--- src/rtl/pwm_tmr_pkg.sv ---
package pwm_tmr_pkg;
  typedef enum logic [1:0] {
    ADR_PERIOD = 2'd0,
    ADR_DUTY   = 2'd1,
    ADR_CTRL   = 2'd2,
    ADR_NONE   = 2'd3
  } reg_addr_e;

  localparam int CTRL_W        = 2;
  localparam int CTRL_PER_BUF  = 0;
  localparam int CTRL_DUTY_BUF = 1;
endpackage

--- src/rtl/pwm_tmr_counter.sv ---
module pwm_tmr_counter #(
  parameter int CNT_W = 16
) (
  input  logic             clk,
  input  logic             rst_n,
  input  logic             run,
  input  logic [CNT_W-1:0] period,
  output logic [CNT_W-1:0] cnt,
  output logic             upd
);
  localparam logic [CNT_W-1:0] TOP = {CNT_W{1'b1}};

  logic hit_period;
  logic hit_top;

  assign hit_period = (cnt == period);
  assign hit_top    = (cnt == TOP);
  assign upd        = run & (hit_period | hit_top);

  always_ff @(posedge clk) begin
    if (!rst_n)    cnt <= '0;
    else if (upd)  cnt <= '0;
    else if (run)  cnt <= cnt + 1'b1;
  end


  period_match_chk: assert property (@(posedge clk) disable iff (!rst_n)
    (run && cnt == period) |=> (cnt == '0));


  overrun_climb_chk: assert property (@(posedge clk) disable iff (!rst_n)
    (run && cnt > period && cnt != TOP) |=> (cnt == $past(cnt) + 1'b1));


  idle_hold_chk: assert property (@(posedge clk) disable iff (!rst_n)
    (!run) |=> $stable(cnt));
endmodule

--- src/rtl/pwm_tmr_buffered_reg.sv ---
module pwm_tmr_buffered_reg #(
  parameter int           W   = 16,
  parameter logic [W-1:0] RST = '0
) (
  input  logic         clk,
  input  logic         rst_n,
  input  logic         wr,
  input  logic [W-1:0] wdata,
  input  logic         buf_en,
  input  logic         run,
  input  logic         upd,
  output logic [W-1:0] act
);
  logic [W-1:0] held;
  logic         defer;

  assign defer = buf_en & run;

  always_ff @(posedge clk) begin
    if (!rst_n)  held <= RST;
    else if (wr) held <= wdata;
  end

  always_ff @(posedge clk) begin
    if (!rst_n)                act <= RST;
    else if (wr && !defer)     act <= wdata;
    else if (upd && buf_en)    act <= held;
  end


  direct_write_chk: assert property (@(posedge clk) disable iff (!rst_n)
    (wr && !defer) |=> (act == $past(wdata)));


  preload_hold_chk: assert property (@(posedge clk) disable iff (!rst_n)
    (defer && !upd) |=> $stable(act));


  transfer_chk: assert property (@(posedge clk) disable iff (!rst_n)
    (defer && upd) |=> (act == $past(held)));
endmodule

--- src/rtl/pwm_tmr_compare.sv ---
module pwm_tmr_compare #(
  parameter int CNT_W = 16
) (
  input  logic             clk,
  input  logic             rst_n,
  input  logic [CNT_W-1:0] cnt,
  input  logic [CNT_W-1:0] duty,
  output logic             pwm
);
  assign pwm = (cnt < duty);


  zero_duty_low_chk: assert property (@(posedge clk) disable iff (!rst_n)
    (duty == '0) |-> !pwm);
endmodule

--- src/rtl/pwm_preload_timer.sv ---
module pwm_preload_timer
  import pwm_tmr_pkg::*;
#(
  parameter int CNT_W = 16
) (
  input  logic             clk,
  input  logic             rst_n,
  input  logic             en,
  input  logic             wr_en,
  input  logic [1:0]       wr_addr,
  input  logic [CNT_W-1:0] wr_data,
  output logic [CNT_W-1:0] cnt_o,
  output logic             pwm_o
);
  localparam logic [CNT_W-1:0] PER_RST = {CNT_W{1'b1}};
  localparam logic [CNT_W-1:0] DUTY_RST = '0;

  logic [CTRL_W-1:0] ctrl;
  logic [CNT_W-1:0]  per_act;
  logic [CNT_W-1:0]  duty_act;
  logic              upd;
  logic              wr_per, wr_duty, wr_ctrl;

  assign wr_per  = wr_en && (reg_addr_e'(wr_addr) == ADR_PERIOD);
  assign wr_duty = wr_en && (reg_addr_e'(wr_addr) == ADR_DUTY);
  assign wr_ctrl = wr_en && (reg_addr_e'(wr_addr) == ADR_CTRL);

  always_ff @(posedge clk) begin
    if (!rst_n)       ctrl <= '0;
    else if (wr_ctrl) ctrl <= wr_data[CTRL_W-1:0];
  end

  pwm_tmr_counter #(.CNT_W(CNT_W)) u_cnt (
    .clk(clk), .rst_n(rst_n), .run(en), .period(per_act),
    .cnt(cnt_o), .upd(upd)
  );

  pwm_tmr_buffered_reg #(.W(CNT_W), .RST(PER_RST)) u_per (
    .clk(clk), .rst_n(rst_n), .wr(wr_per), .wdata(wr_data),
    .buf_en(ctrl[CTRL_PER_BUF]), .run(en), .upd(upd), .act(per_act)
  );

  pwm_tmr_buffered_reg #(.W(CNT_W), .RST(DUTY_RST)) u_duty (
    .clk(clk), .rst_n(rst_n), .wr(wr_duty), .wdata(wr_data),
    .buf_en(ctrl[CTRL_DUTY_BUF]), .run(en), .upd(upd), .act(duty_act)
  );

  pwm_tmr_compare #(.CNT_W(CNT_W)) u_cmp (
    .clk(clk), .rst_n(rst_n), .cnt(cnt_o), .duty(duty_act), .pwm(pwm_o)
  );


  idle_load_chk: assert property (@(posedge clk) disable iff (!rst_n)
    (!en && wr_per) |=> (per_act == $past(wr_data)));


  spare_addr_chk: assert property (@(posedge clk) disable iff (!rst_n)
    (wr_en && wr_addr == 2'd3) |=> $stable(ctrl));
endmodule

--- config.mk ---
export PLATFORM = sky130hd
export DESIGN_NAME = pwm_preload_timer
export DESIGN_NICKNAME = d
export VERILOG_FILES = /design/src/rtl/pwm_tmr_pkg.sv /design/src/rtl/pwm_tmr_counter.sv /design/src/rtl/pwm_tmr_buffered_reg.sv /design/src/rtl/pwm_tmr_compare.sv /design/src/rtl/pwm_preload_timer.sv
export SDC_FILE = /design/constraint.sdc
export NUM_CORES = 1
export LEC_CHECK = 0
export ABC_AREA = 1
export BUFFER_PORTS_ARGS = -buffer_cell sky130_fd_sc_hd__buf_2
export CORE_ASPECT_RATIO = 0.5
export CORE_MARGIN = 1
export CORE_UTILIZATION = 45
export DETAILED_ROUTE_END_ITERATION = 12
export PLACE_DENSITY_LB_ADDON = 0.3
export SLEW_MARGIN = 0
export SYNTH_ARGS = -nofsm -noshare
export SYNTH_HDL_FRONTEND = slang
export SYNTH_SLANG_ARGS = --single-unit
--- constraint.sdc ---
create_clock -name clk -period 2 [get_ports clk]
set_input_delay 0.1 -clock clk [delete_from_list [all_inputs] [get_ports clk]]
set_output_delay 0.1 -clock clk [all_outputs]
set_load 0.1 [all_outputs]
# Word level (Yosys, flattened, before mapping)
# Index checks and enable logic that the tools add are counted.
# word_totals
regBits	82
in_bits	22
output_inout_bits	17
elab_cells	34
# classes
add_sub_neg	1
order_cmp	1
n_eq_ne	4
n_mux	4
bitwise	5
n_reduce_logical	13
# op_table
op	n
$mux 16	4
$add 16x1->16 const B	1
$eq 16x16->1	1
$eq 16x16->1 const B	1
$lt 16x16->1	1
$logic_and 1x1->1	7
$reduce_bool 2->1	2
$and 1x1->1	3
$eq 2x1->1 const B	1
$eq 2x2->1 const B	1
$logic_not 1->1	2
$logic_not 2->1	1
$reduce_or 2->1	1
$not 1->1	1
$or 1x1->1	1

# Logic depth before layout (Yosys ltp)
# depth
depth_word	6
ltp_mapped	13
mapped_depth_nobuf	12

# Cells and area by module
# A second synthesis with hierarchy kept.
# unflattened
hier_cells	664
hier_area_um2	4615.7
# by_module_without_submodules
module	n_inst	cells_per_inst	area_each_um2	seq_area_each_um2
pwm_tmr_buffered_reg (u_per)	1	197	1490.2	640.6
pwm_tmr_buffered_reg (u_duty)	1	206	1473.9	640.6
pwm_tmr_counter	1	178	1147.4	320.3
pwm_tmr_compare	1	66	399.1	0.0
pwm_preload_timer	1	17	105.1	40.0

# Worst setup path after synthesis
# Ideal clock, no wire load.
# synth_timing
path_type	reg-to-output
start	reg u_cnt.cnt[3]
end	out pwm_o
arrival_time_ps	3242
t_required_ps	1900
setup_slack_ps	-1342
path_stages_with_launch	7
path_buffers	0
path_cell_list	dfxtp_1 ha_1 a21oi_1 o21ai_0 nand4_1 o211ai_1 a21oi_1
# synth_between
elab_chain_len	1
# synth_rtl
item	line	source
from (decl)	pwm_tmr_counter.sv:8	output logic [CNT_W-1:0] cnt,
from (signal assigned)	pwm_tmr_counter.sv:23	else if (run) cnt <= cnt + 1'b1;
$lt 16x16->1	pwm_tmr_compare.sv:10	assign pwm = (cnt < duty);
to (decl)	pwm_preload_timer.sv:13	output logic pwm_o
# Every way passes these cells.

# Worst setup path in the final report
# layout_timing
start	reg u_cnt.cnt[1]
end	out pwm_o
# Same word-level chain as after synthesis.

==> run_results.csv <==
group,metric,value,unit
clock_network,clk_path_buf_depth,2,
detailed_routing,drc_errors,0,
detailed_routing,drt_wl_total,10.8,mm
worst_hold_path,hp-class,"in -> reg",
critical_path,r2r-start,"u_cnt.cnt[1]",
logic_synthesis,syn_area_per_cell,7.07,um^2
power_and_ir_drop,p_leak,2.27,nW
power_and_ir_drop,clock_power_share,42.0,%
power_and_ir_drop,switching_share,26.9,%
die,die-width,137,um
place,pre_cts_slack,0.178,ns
final_layout,area_delta_synth_final,16.7,%
timing,setup_violations,0,
grt,grt_max_degree,43,
timing,max_slew_margin,67.1,%
grt,grt_pass1_vias,3439,
place,numPortBuffers,38,
critical_path,critPathMaxStageDelay,0.37,ns
critical_path,path_max_fanout,7,
power_and_ir_drop,seqPwrFrac,45.8,%
power_and_ir_drop,combPwrFrac,12.1,%
timing,setup_ws,0.0657,ns
timing,fmax,517,MHz
logic_synthesis,synth-seq-area-share,40.0,%
die,start_util,46.8,%
clock_network,cts_root_buffer,"clkbuf_16",
clock_network,clkSinkCount,82,
logic_synthesis,synth_area,4110,um^2
clock_network,clock_insertion_delay_worst_skew,0.34,ns
grt,antenna_found_initial,0,
power_and_ir_drop,intPower,2.77,mW
timing,tightestPinTransition,0.497,ns
final_layout,n_antenna_cell,0,
clock_network,cts-htree-levels,3,
critical_path,cp-start-kind,"flip-flop",
logic_synthesis,synth_cells,581,
grt,grt_pass1_wl,17.6,mm
clock_network,postCtsSetupRepairBufs,0,
die,die-area,9530,um^2
power_and_ir_drop,peakVddDrop,0.000354,V
detailed_routing,post_drt_wl_per_cell,14.6,um
critical_path,r2r_end,"u_per.act[6]",
power_and_ir_drop,power.switching,1.02,mW
timing,fin_setup_tns,0,ns
logic_synthesis,ys_warn_count,0,
place,hpwl,8.02,mm
critical_path,cp.required,1.90,ns
power_and_ir_drop,power.density,792,nW/um^2
detailed_routing,drt-initial-drc-count,337,
logic_synthesis,ys_types,31,
critical_path,endpoint,"pwm_o",
detailed_routing,vias,3810,
detailed_routing,route.met2.wl,4.41,mm
detailed_routing,topRoutingLayerUsed,"met4",
timing,drv_slew,0,
detailed_routing,m1WireLength,5.68,mm
outcome,outcome,"completed",
logic_synthesis,synth_nets,619,
grt,overflow,0,
critical_path,critical_path_arrival,1.83,ns
detailed_routing,drt_first_pass_iters,5,
detailed_routing,viasPerCell,5.15,
critical_path,critPathCaptureType,"output port",
timing,rsz0062_at_grt,"no",
detailed_routing,route.antenna.remaining_nets,0,
timing,post-route-min-period,1.93,ns
critical_path,reg2reg_depth,9,
timing,hold_viol_final,0,
final_layout,final_cell_mix,"nand2_1 (138), inv_1 (66), nor2_1 (64)",
die,core_area,8770,um^2
grt,grtUsageTotal,24.3,%
timing,whs,0.0163,ns
final_layout,drive_gt1_share,16.9,%
die,die_height,69.6,um
critical_path,cp_cell_sequence,"ha_1, a21oi_2, o21ai_1, nand4_1, o211ai_1, a21oi_4, buf_12",
timing,period_share,96.7,%
detailed_routing,met3_length,572,um
critical_path,reg2reg_slack,0.22,ns
critical_path,slowest_stage,"dfxtp_4",
logic_synthesis,ys_ff_latch,82,
final_layout,nNetsFinal,656,
final_layout,final_common_cell,"nand2_1",
job,cap_violations,0,
die,num_rows,24,
critical_path,crit_start,"u_cnt.cnt[1]",
timing,finClkSkew,0.00695,ns
clock_network,cts.clk_slew.worst_paths,0.06,ns
clock_network,cts_made_buffers,9,
critical_path,critPathKind,"reg -> out",
place,gp_congestion,0.845,
clock_network,cts_tree,"built",
die,ios,39,
[metrics by stage]
step	instances	total power [mW]	util, %	area [um^2]
after floorplan	581	2.08	-	4160
after global placement	722	2.22	50.8	4450
after detailed placement	722	2.22	50.8	4450
after CTS	740	3.81	54.4	4770
after global routing	740	3.94	54.7	4790
final	740	3.80	54.7	4790
[power by group through the flow]
stage / Clock [mW] / Sequential, mW / Combinational [mW]
3_5_place_dp: 0 / 1.77 / 0.449
5_1_grt: 1.69 / 1.75 / 0.505
6_report: 1.60 / 1.74 / 0.461
4_1_cts: 1.62 / 1.74 / 0.457
3_3_place_gp: 0 / 1.77 / 0.445
2_1_floorplan: 0 / 1.78 / 0.297
[per-layer routing]
metal / vias to the layer above / track usage (%)
li1: 1952 / -
met1: 1750 / 37.6
met2: 96 / 33.7
met3: 12 / 5.34
met4: 0 / 5.25
met5: - / 0
[registers in the layout, indices dropped and copies added, names as in the netlist]
signal	count
u_cnt.cnt	16
u_per.held	16
u_per.act	16
u_duty.act	16
u_duty.held	16
ctrl	2
[how the worst min path moves through the flow]
stage                            from             end  slack, ns  cells past startpoint
after floorplan           wr_data[15]  u_per.held[15]       0.23                      2
after global placement    wr_data[11]  u_per.held[11]       0.34                      3
after detailed placement   wr_data[2]    u_per.act[2]       0.35                      3
after CTS                  wr_data[5]   u_per.held[5]       0.01                      3
after global routing       wr_data[6]   u_per.held[6]       0.04                      3
final                      wr_data[5]   u_per.held[5]       0.02                      3
[what timing repair did]
| action | CTS | global route |
|---|---|---|
| pin swaps | 2 | 3 |
| hold endpoints to repair | 2 | 0 |
| hold buffers | 2 | 0 |
| endpoints found under the setup margin | 1 | 13 |
| gates resized for setup | 2 | 6 |
[cell usage after synthesis, drive strengths merged]
cell type  number  area share [%]
o21ai          25             3.1
nor2           66             6.4
o21bai          1            0.18
nor3            8             1.6
o21a            8             1.5
buf            11             1.8
a21oi          33             4.0
nand4           8             1.2
inv            77             7.0
clkbuf         11             1.0
xor2           12             2.6
ha             16             4.9
o221ai          1            0.21
clkinv          1           0.091
dfxtp          82              40
o211ai         14             2.6
a211oi          1            0.18
o22ai          10             1.5
nand2         143              14
nand3          52             6.3
nor3b           1            0.18
[worst max-delay path: cells and delay by family (launching register included)]
kind,cells,cell delay (ns)
flip-flops,1,0.37
AND/OR/NAND/NOR,1,0.08
AO/OA/AOI/OAI,4,0.57
adder cells (fa/ha/maj),1,0.30
buffers and inverters,1,0.19
[cell type report]
cell class | count | area, um^2
clock buffer | 11 | 254
clock inverter | 5 | 35.0
multi-input combinational | 399 | 2090
fill | 843 | 3980
timing repair buffer | 48 | 285
sequential | 82 | 1690
inverter | 78 | 293
tap | 117 | 146
[cells by family (layout without fill, tap and decap cells)]
| logic type | after synthesis | after routing | synth area share [%] |
|---|---|---|---|
| adders and majority gates | 16 | 16 | 4.88 |
| xor gates and xnor gates | 12 | 12 | 2.56 |
| and+or+nand+nor | 278 | 278 | 29.3 |
| buffers and inverters | 100 | 142 | 9.96 |
| DFF | 82 | 82 | 40.0 |
| AOI/OAI and AO/OA | 93 | 93 | 13.3 |
(Power assumes the default switching activity.)
